**config.mk**
```make
export PLATFORM = sky130hd
export DESIGN_NAME = fifo_dma_ready
export DESIGN_NICKNAME = d
export VERILOG_FILES = /design/src/rtl/rdy_sig_pkg.sv /design/src/rtl/dma_trig_decode.sv /design/src/rtl/dma_rx_ready.sv /design/src/rtl/dma_tx_ready.sv /design/src/rtl/fifo_dma_ready.sv
export SDC_FILE = /design/constraint.sdc
export NUM_CORES = 1
export LEC_CHECK = 0
export BUFFER_PORTS_ARGS = -buffer_cell sky130_fd_sc_hd__buf_2
export CORE_AREA = 10 10 47 49
export DETAILED_ROUTE_END_ITERATION = 16
export DIE_AREA = 0 0 57 59
export GPL_ROUTABILITY_DRIVEN = 0
export SETUP_SLACK_MARGIN = 0.15
export SYNTH_ARGS = -nofsm -noshare
export SYNTH_HDL_FRONTEND = slang
export SYNTH_SLANG_ARGS = --single-unit
```
**constraint.sdc**
```tcl
create_clock -name clk_i -period 3.1 [get_ports clk_i]
set_clock_uncertainty 0.1 [all_clocks]
set_input_delay 0.775 -clock clk_i [delete_from_list [all_inputs] [get_ports clk_i]]
set_output_delay 0.775 -clock clk_i [all_outputs]
set_load 0.005 [all_outputs]
```
**src/rtl/rdy_sig_pkg.sv**
```systemverilog
package rdy_sig_pkg;

  typedef enum logic [1:0] {
    TRIG_ONE  = 2'd0,
    TRIG_QTR  = 2'd1,
    TRIG_HALF = 2'd2,
    TRIG_NEAR = 2'd3
  } trig_sel_e;

  // receive trigger threshold for a given select code and FIFO depth
  function automatic int unsigned trig_level(logic [1:0] sel, int unsigned depth);
    case (trig_sel_e'(sel))
      TRIG_ONE:  return 1;
      TRIG_QTR:  return depth / 4;
      TRIG_HALF: return depth / 2;
      default:   return depth - 2;
    endcase
  endfunction

endpackage

```
**src/rtl/dma_trig_decode.sv**
```systemverilog
module dma_trig_decode #(
  parameter int unsigned DEPTH = 16,
  parameter int unsigned CNT_W = $clog2(DEPTH + 1)
) (
  input  logic             fifo_en_i,
  input  logic [1:0]       trig_sel_i,
  input  logic [CNT_W-1:0] rx_cnt_i,
  output logic             hit_o
);
  localparam int unsigned NUM_LVL = 4;

  logic [CNT_W-1:0] lvl_tab [NUM_LVL];
  logic [CNT_W-1:0] thr;

  for (genvar g = 0; g < NUM_LVL; g++) begin : g_lvl
    assign lvl_tab[g] = CNT_W'(rdy_sig_pkg::trig_level(2'(g), DEPTH));
  end

  // depth-1 behaviour when FIFOs are off
  assign thr   = fifo_en_i ? lvl_tab[trig_sel_i] : CNT_W'(1);
  assign hit_o = (rx_cnt_i >= thr);

endmodule

```
**src/rtl/dma_rx_ready.sv**
```systemverilog
module dma_rx_ready #(
  parameter int unsigned CNT_W = 5
) (
  input  logic             clk_i,
  input  logic             rst_ni,
  input  logic             mode1_i,
  input  logic [CNT_W-1:0] cnt_i,
  input  logic             hit_i,
  input  logic             timeout_i,
  output logic             ready_o
);
  logic ready_q, ready_d;
  logic empty;

  assign empty = (cnt_i == '0);

  always_comb begin
    ready_d = ready_q;
    if (!mode1_i)                ready_d = !empty;
    else if (empty)              ready_d = 1'b0;
    else if (hit_i || timeout_i) ready_d = 1'b1;
  end

  always_ff @(posedge clk_i or negedge rst_ni) begin
    if (!rst_ni) ready_q <= 1'b0;
    else         ready_q <= ready_d;
  end

  assign ready_o = ready_q;

endmodule

```
**src/rtl/dma_tx_ready.sv**
```systemverilog
module dma_tx_ready #(
  parameter int unsigned DEPTH = 16,
  parameter int unsigned CNT_W = $clog2(DEPTH + 1)
) (
  input  logic             clk_i,
  input  logic             rst_ni,
  input  logic             mode1_i,
  input  logic [CNT_W-1:0] cnt_i,
  output logic             ready_o
);
  localparam logic [CNT_W-1:0] FULL = CNT_W'(DEPTH);

  logic ready_q, ready_d;
  logic empty, full;

  assign empty = (cnt_i == '0);
  assign full  = (cnt_i >= FULL);

  always_comb begin
    ready_d = ready_q;
    if (!mode1_i)   ready_d = empty;
    else if (empty) ready_d = 1'b1;
    else if (full)  ready_d = 1'b0;
  end

  always_ff @(posedge clk_i or negedge rst_ni) begin
    if (!rst_ni) ready_q <= 1'b0;
    else         ready_q <= ready_d;
  end

  assign ready_o = ready_q;

endmodule

```
**src/rtl/fifo_dma_ready.sv**
```systemverilog
module fifo_dma_ready #(
  parameter  int unsigned DEPTH = 16,
  localparam int unsigned CNT_W = $clog2(DEPTH + 1)
) (
  input  logic             clk_i,
  input  logic             rst_ni,
  input  logic             fifo_en_i,
  input  logic             dma_mode_i,
  input  logic [1:0]       trig_sel_i,
  input  logic [CNT_W-1:0] rx_count_i,
  input  logic [CNT_W-1:0] tx_count_i,
  input  logic             char_timeout_i,
  input  logic             rx_clear_i,
  input  logic             tx_clear_i,
  output logic             rxrdy_no,
  output logic             txrdy_no,
  output logic             trig_hit_o
);
  logic             mode1;
  logic [CNT_W-1:0] rx_eff, tx_eff;
  logic             rx_rdy, tx_rdy;

  assign mode1  = fifo_en_i && dma_mode_i;
  // a clear pulse means the FIFO is empty from this cycle on
  assign rx_eff = rx_clear_i ? '0 : rx_count_i;
  assign tx_eff = tx_clear_i ? '0 : tx_count_i;

  dma_trig_decode #(.DEPTH(DEPTH), .CNT_W(CNT_W)) u_trig (
    .fifo_en_i (fifo_en_i),
    .trig_sel_i(trig_sel_i),
    .rx_cnt_i  (rx_eff),
    .hit_o     (trig_hit_o)
  );

  dma_rx_ready #(.CNT_W(CNT_W)) u_rx (
    .clk_i    (clk_i),
    .rst_ni   (rst_ni),
    .mode1_i  (mode1),
    .cnt_i    (rx_eff),
    .hit_i    (trig_hit_o),
    .timeout_i(char_timeout_i),
    .ready_o  (rx_rdy)
  );

  dma_tx_ready #(.DEPTH(DEPTH), .CNT_W(CNT_W)) u_tx (
    .clk_i  (clk_i),
    .rst_ni (rst_ni),
    .mode1_i(mode1),
    .cnt_i  (tx_eff),
    .ready_o(tx_rdy)
  );

  assign rxrdy_no = !rx_rdy;
  assign txrdy_no = !tx_rdy;

endmodule

```
==> results.py <==
metrics = {
    "logic_synthesis": {
        "synth_top_cell_by_area": "sky130_fd_sc_hd__dfrtp_1",
        "synthDistinctLibCells": 17,
        "synthXorXnorAreaFrac": 0,
        "synthesis.area_um2": 238,
        "yosys.area_share.simple": 0.295,
        "post_synth_mux_area_share": 0,
        "yosysTopAreaCellShare": 0.211,
        "ys_top_cells_by_area": "sky130_fd_sc_hd__dfrtp_1, sky130_fd_sc_hd__ha_1, sky130_fd_sc_hd__nor2b_1, sky130_fd_sc_hd__o21ai_0, sky130_fd_sc_hd__inv_1",
        "netlist_instances": 31,
        "synth_adder_area_share": 0.211,
        "synth_sequential_area_ratio": 0.211,
        "syn_nets": 54,
        "yosysWarningCount": 0,
        "synth-compound-area-share": 0.221,
        "synth_top_family_by_area": "simple AND/OR/NAND/NOR gates",
        "synth.avg_cell_area_um2": 7.67,
        "synth.ff_latch_count": 2,
    },
    "run": {
        "max_cap_viol_count": 0,
    },
    "finish": {
        "most_frequent_cells_in_the_layout": "sky130_fd_sc_hd__buf_2, sky130_fd_sc_hd__inv_1, sky130_fd_sc_hd__ha_1",
        "mostFrequentLayoutCell": "sky130_fd_sc_hd__buf_2",
        "insertedDiodeCount": 0,
        "drive_gt1_frac": 0.436,
        "nets": 80,
        "layout-area-overhead-vs-synth_pct": 62.1,
    },
    "status": {
        "status": "completed",
    },
    "placed_design": {
        "dpl.hpwl_um": 737,
        "place.port_buffers": 21,
    },
    "power_and_ir_drop": {
        "p_leak_nw": 0.204,
        "p_int_uw": 90.7,
        "power.switching_uw": 34.4,
        "cellPowerDensity_nw_per_um2": 325,
        "comb_power_share": 0.293,
        "power_frac_seq": 0.232,
        "share_of_total_power_consumed_by_net_switching": 0.275,
        "total_power_uw": 125,
        "vdd_ir_drop_max_uv": 62.9,
        "clock_power_frac": 0.476,
    },
    "drt": {
        "vias_per_instance": 4.39,
        "drc": 0,
        "drt_first_pass_iters": 3,
        "routed_wire_length_per_instance_um": 11.8,
        "drt_iter0_markers": 4,
        "postRouteWirelength_um": 841,
        "detailroute.via_count": 312,
        "ant_nets": 0,
    },
    "die": {
        "die_height_um": 59,
        "placement_rows": 14,
        "initial_utilization": 0.170,
        "io_pins": 22,
        "fp.dieW_um": 57,
        "die_area_um2": 3360,
        "core_area_um2": 1400,
    },
    "clock_network": {
        "post-cts-setup-buffers": 0,
        "cts_inserted_buffers": 3,
        "post_cts_hold_buffer_count": 0,
        "tritoncts": "built",
        "clk_pin_slew_ns": 0.03,
        "cts_num_sinks": 2,
        "clock_insertion_delay_worst_skew_ns": 0.23,
        "clock_root_buffer": "sky130_fd_sc_hd__clkbuf_4",
        "cts_htree_levels": 1,
        "cts_buffer_depth": 2,
        "cts_resized": 0,
    },
    "sta": {
        "relSlewSlack": 0.842,
        "setup-violations-final": 0,
        "min_period_over_period": 0.897,
        "rsz0062_at_grt": "no",
        "setup_total_negative_slack_ns": 0,
        "finalCriticalPeriod_ns": 2.78,
        "hold_vio_cnt_final": 0,
        "clock.fmax_mhz": 360,
        "holdWs_ns": 0.223,
        "finalMaxSlewViolations": 0,
        "tightestPinTransition_ns": 0.235,
    },
    "worst_setup_path": {
        "worstSetupEndpointType": "output port",
        "worst-path-max-fanout": 2,
        "r2r.worst_path.cells": 2,
        "timing.critical_path.arrival_ns": 1.90,
        "timing.critical_path.required_ns": 2.22,
        "path_class": "in -> out",
        "setup.worst_path.start_class": "primary input",
    },
    "global_routing": {
        "grt_start_max_net_pins": 7,
        "number_of_antenna_violations_at_the_first_check_in_global_routing": 0,
        "global_route.overflow_total": 0,
        "vias_in_the_first_global_route": 322,
        "grt_use_total": 0.0503,
        "grt_first_pass_wirelength_um": 1320,
    },
    "worst_hold_path": {
        "hold_class": "in -> async",
    },
}
flip-flops by register name, summed over array words and instances (netlist names):
signal,cells
u_rx.ready_o,1
u_tx.ready_o,1
worst max-delay path, cell delays in order:
cell and delay, ns:
sky130_fd_sc_hd__buf_2 0.11, sky130_fd_sc_hd__nor2b_1 0.12, sky130_fd_sc_hd__ha_1 0.28, sky130_fd_sc_hd__o21a_1 0.19
sky130_fd_sc_hd__o2bb2ai_1 0.20, sky130_fd_sc_hd__o21ai_0 0.10, sky130_fd_sc_hd__buf_2 0.14
logic make-up (layout without fill, tap and decap cells):
family / Yosys count / after routing
AO/OA/AOI/OAI: 8 / 8
AND/OR/NAND/NOR: 13 / 13
buffers and inverters: 4 / 28
adder cells (fa/ha/maj): 4 / 4
flip-flops: 2 / 2
through the flow:
stage / setup WS, ns / area, um^2 / utilization / std cells
after floorplan: 0.622 / 238 / - / 31
after global placement: 0.325 / 363 / 0.259 / 68
after detailed placement: 0.327 / 363 / 0.259 / 68
after CTS: 0.317 / 385 / 0.275 / 71
after global routing: 0.199 / 385 / 0.275 / 71
final: 0.321 / 385 / 0.275 / 71
layer usage:
| metal | vias to the layer above | global-route usage | wire length (um) |
|---|---|---|---|
| li1 | 161 | - | - |
| met1 | 135 | 0.0467 | 304 |
| met2 | 16 | 0.0744 | 416 |
| met3 | 0 | 0.0365 | 120 |
| met4 | 0 | 0.0403 | 0 |
| met5 | - | 0 | 0 |
synthesized netlist by cell type, drive strengths merged:
cell type  instances
nand2              3
o2bb2ai            1
nor3               1
o21a               1
dfrtp              2
inv                4
nand3              1
o21ai              3
nand2b             1
nor4               2
or4                1
a211oi             1
a31oi              1
o21bai             1
ha                 4
nor2b              3
nor2               1
final cells by class:
| type | count | area [um^2] |
|---|---|---|
| flip-flops and latches | 2 | 50.0 |
| fillers | 160 | 1020 |
| multi-input cells | 25 | 173 |
| inverters | 4 | 15.0 |
| well taps | 16 | 20.0 |
| clock buffers | 3 | 22.5 |
| repair buffers | 21 | 105 |
path summary, 6_finish.rpt:
kind                               start            to  slack [ns]
hold reg to reg             u_tx.ready_o  u_tx.ready_o        0.48
hold / removal                    rst_ni  u_rx.ready_o        0.22
setup reg to reg            u_rx.ready_o  u_rx.ready_o        2.16
min in group clk_i          u_tx.ready_o  u_tx.ready_o        0.48
max in group asynchronous         rst_ni  u_tx.ready_o        2.58
setup / recovery           rx_count_i[2]    trig_hit_o        0.32
power groups by stage:
stage	Sequential, mW	Clock, mW	Combinational (mW)
6_report	0.0290	0.0595	0.0366
5_1_grt	0.0291	0.0650	0.0433
4_1_cts	0.0290	0.0617	0.0375
3_5_place_dp	0.0292	0	0.0372
3_3_place_gp	0.0292	0	0.0363
2_1_floorplan	0.0290	0	0.0166
Note: power is estimated with default switching activity, not from simulation.
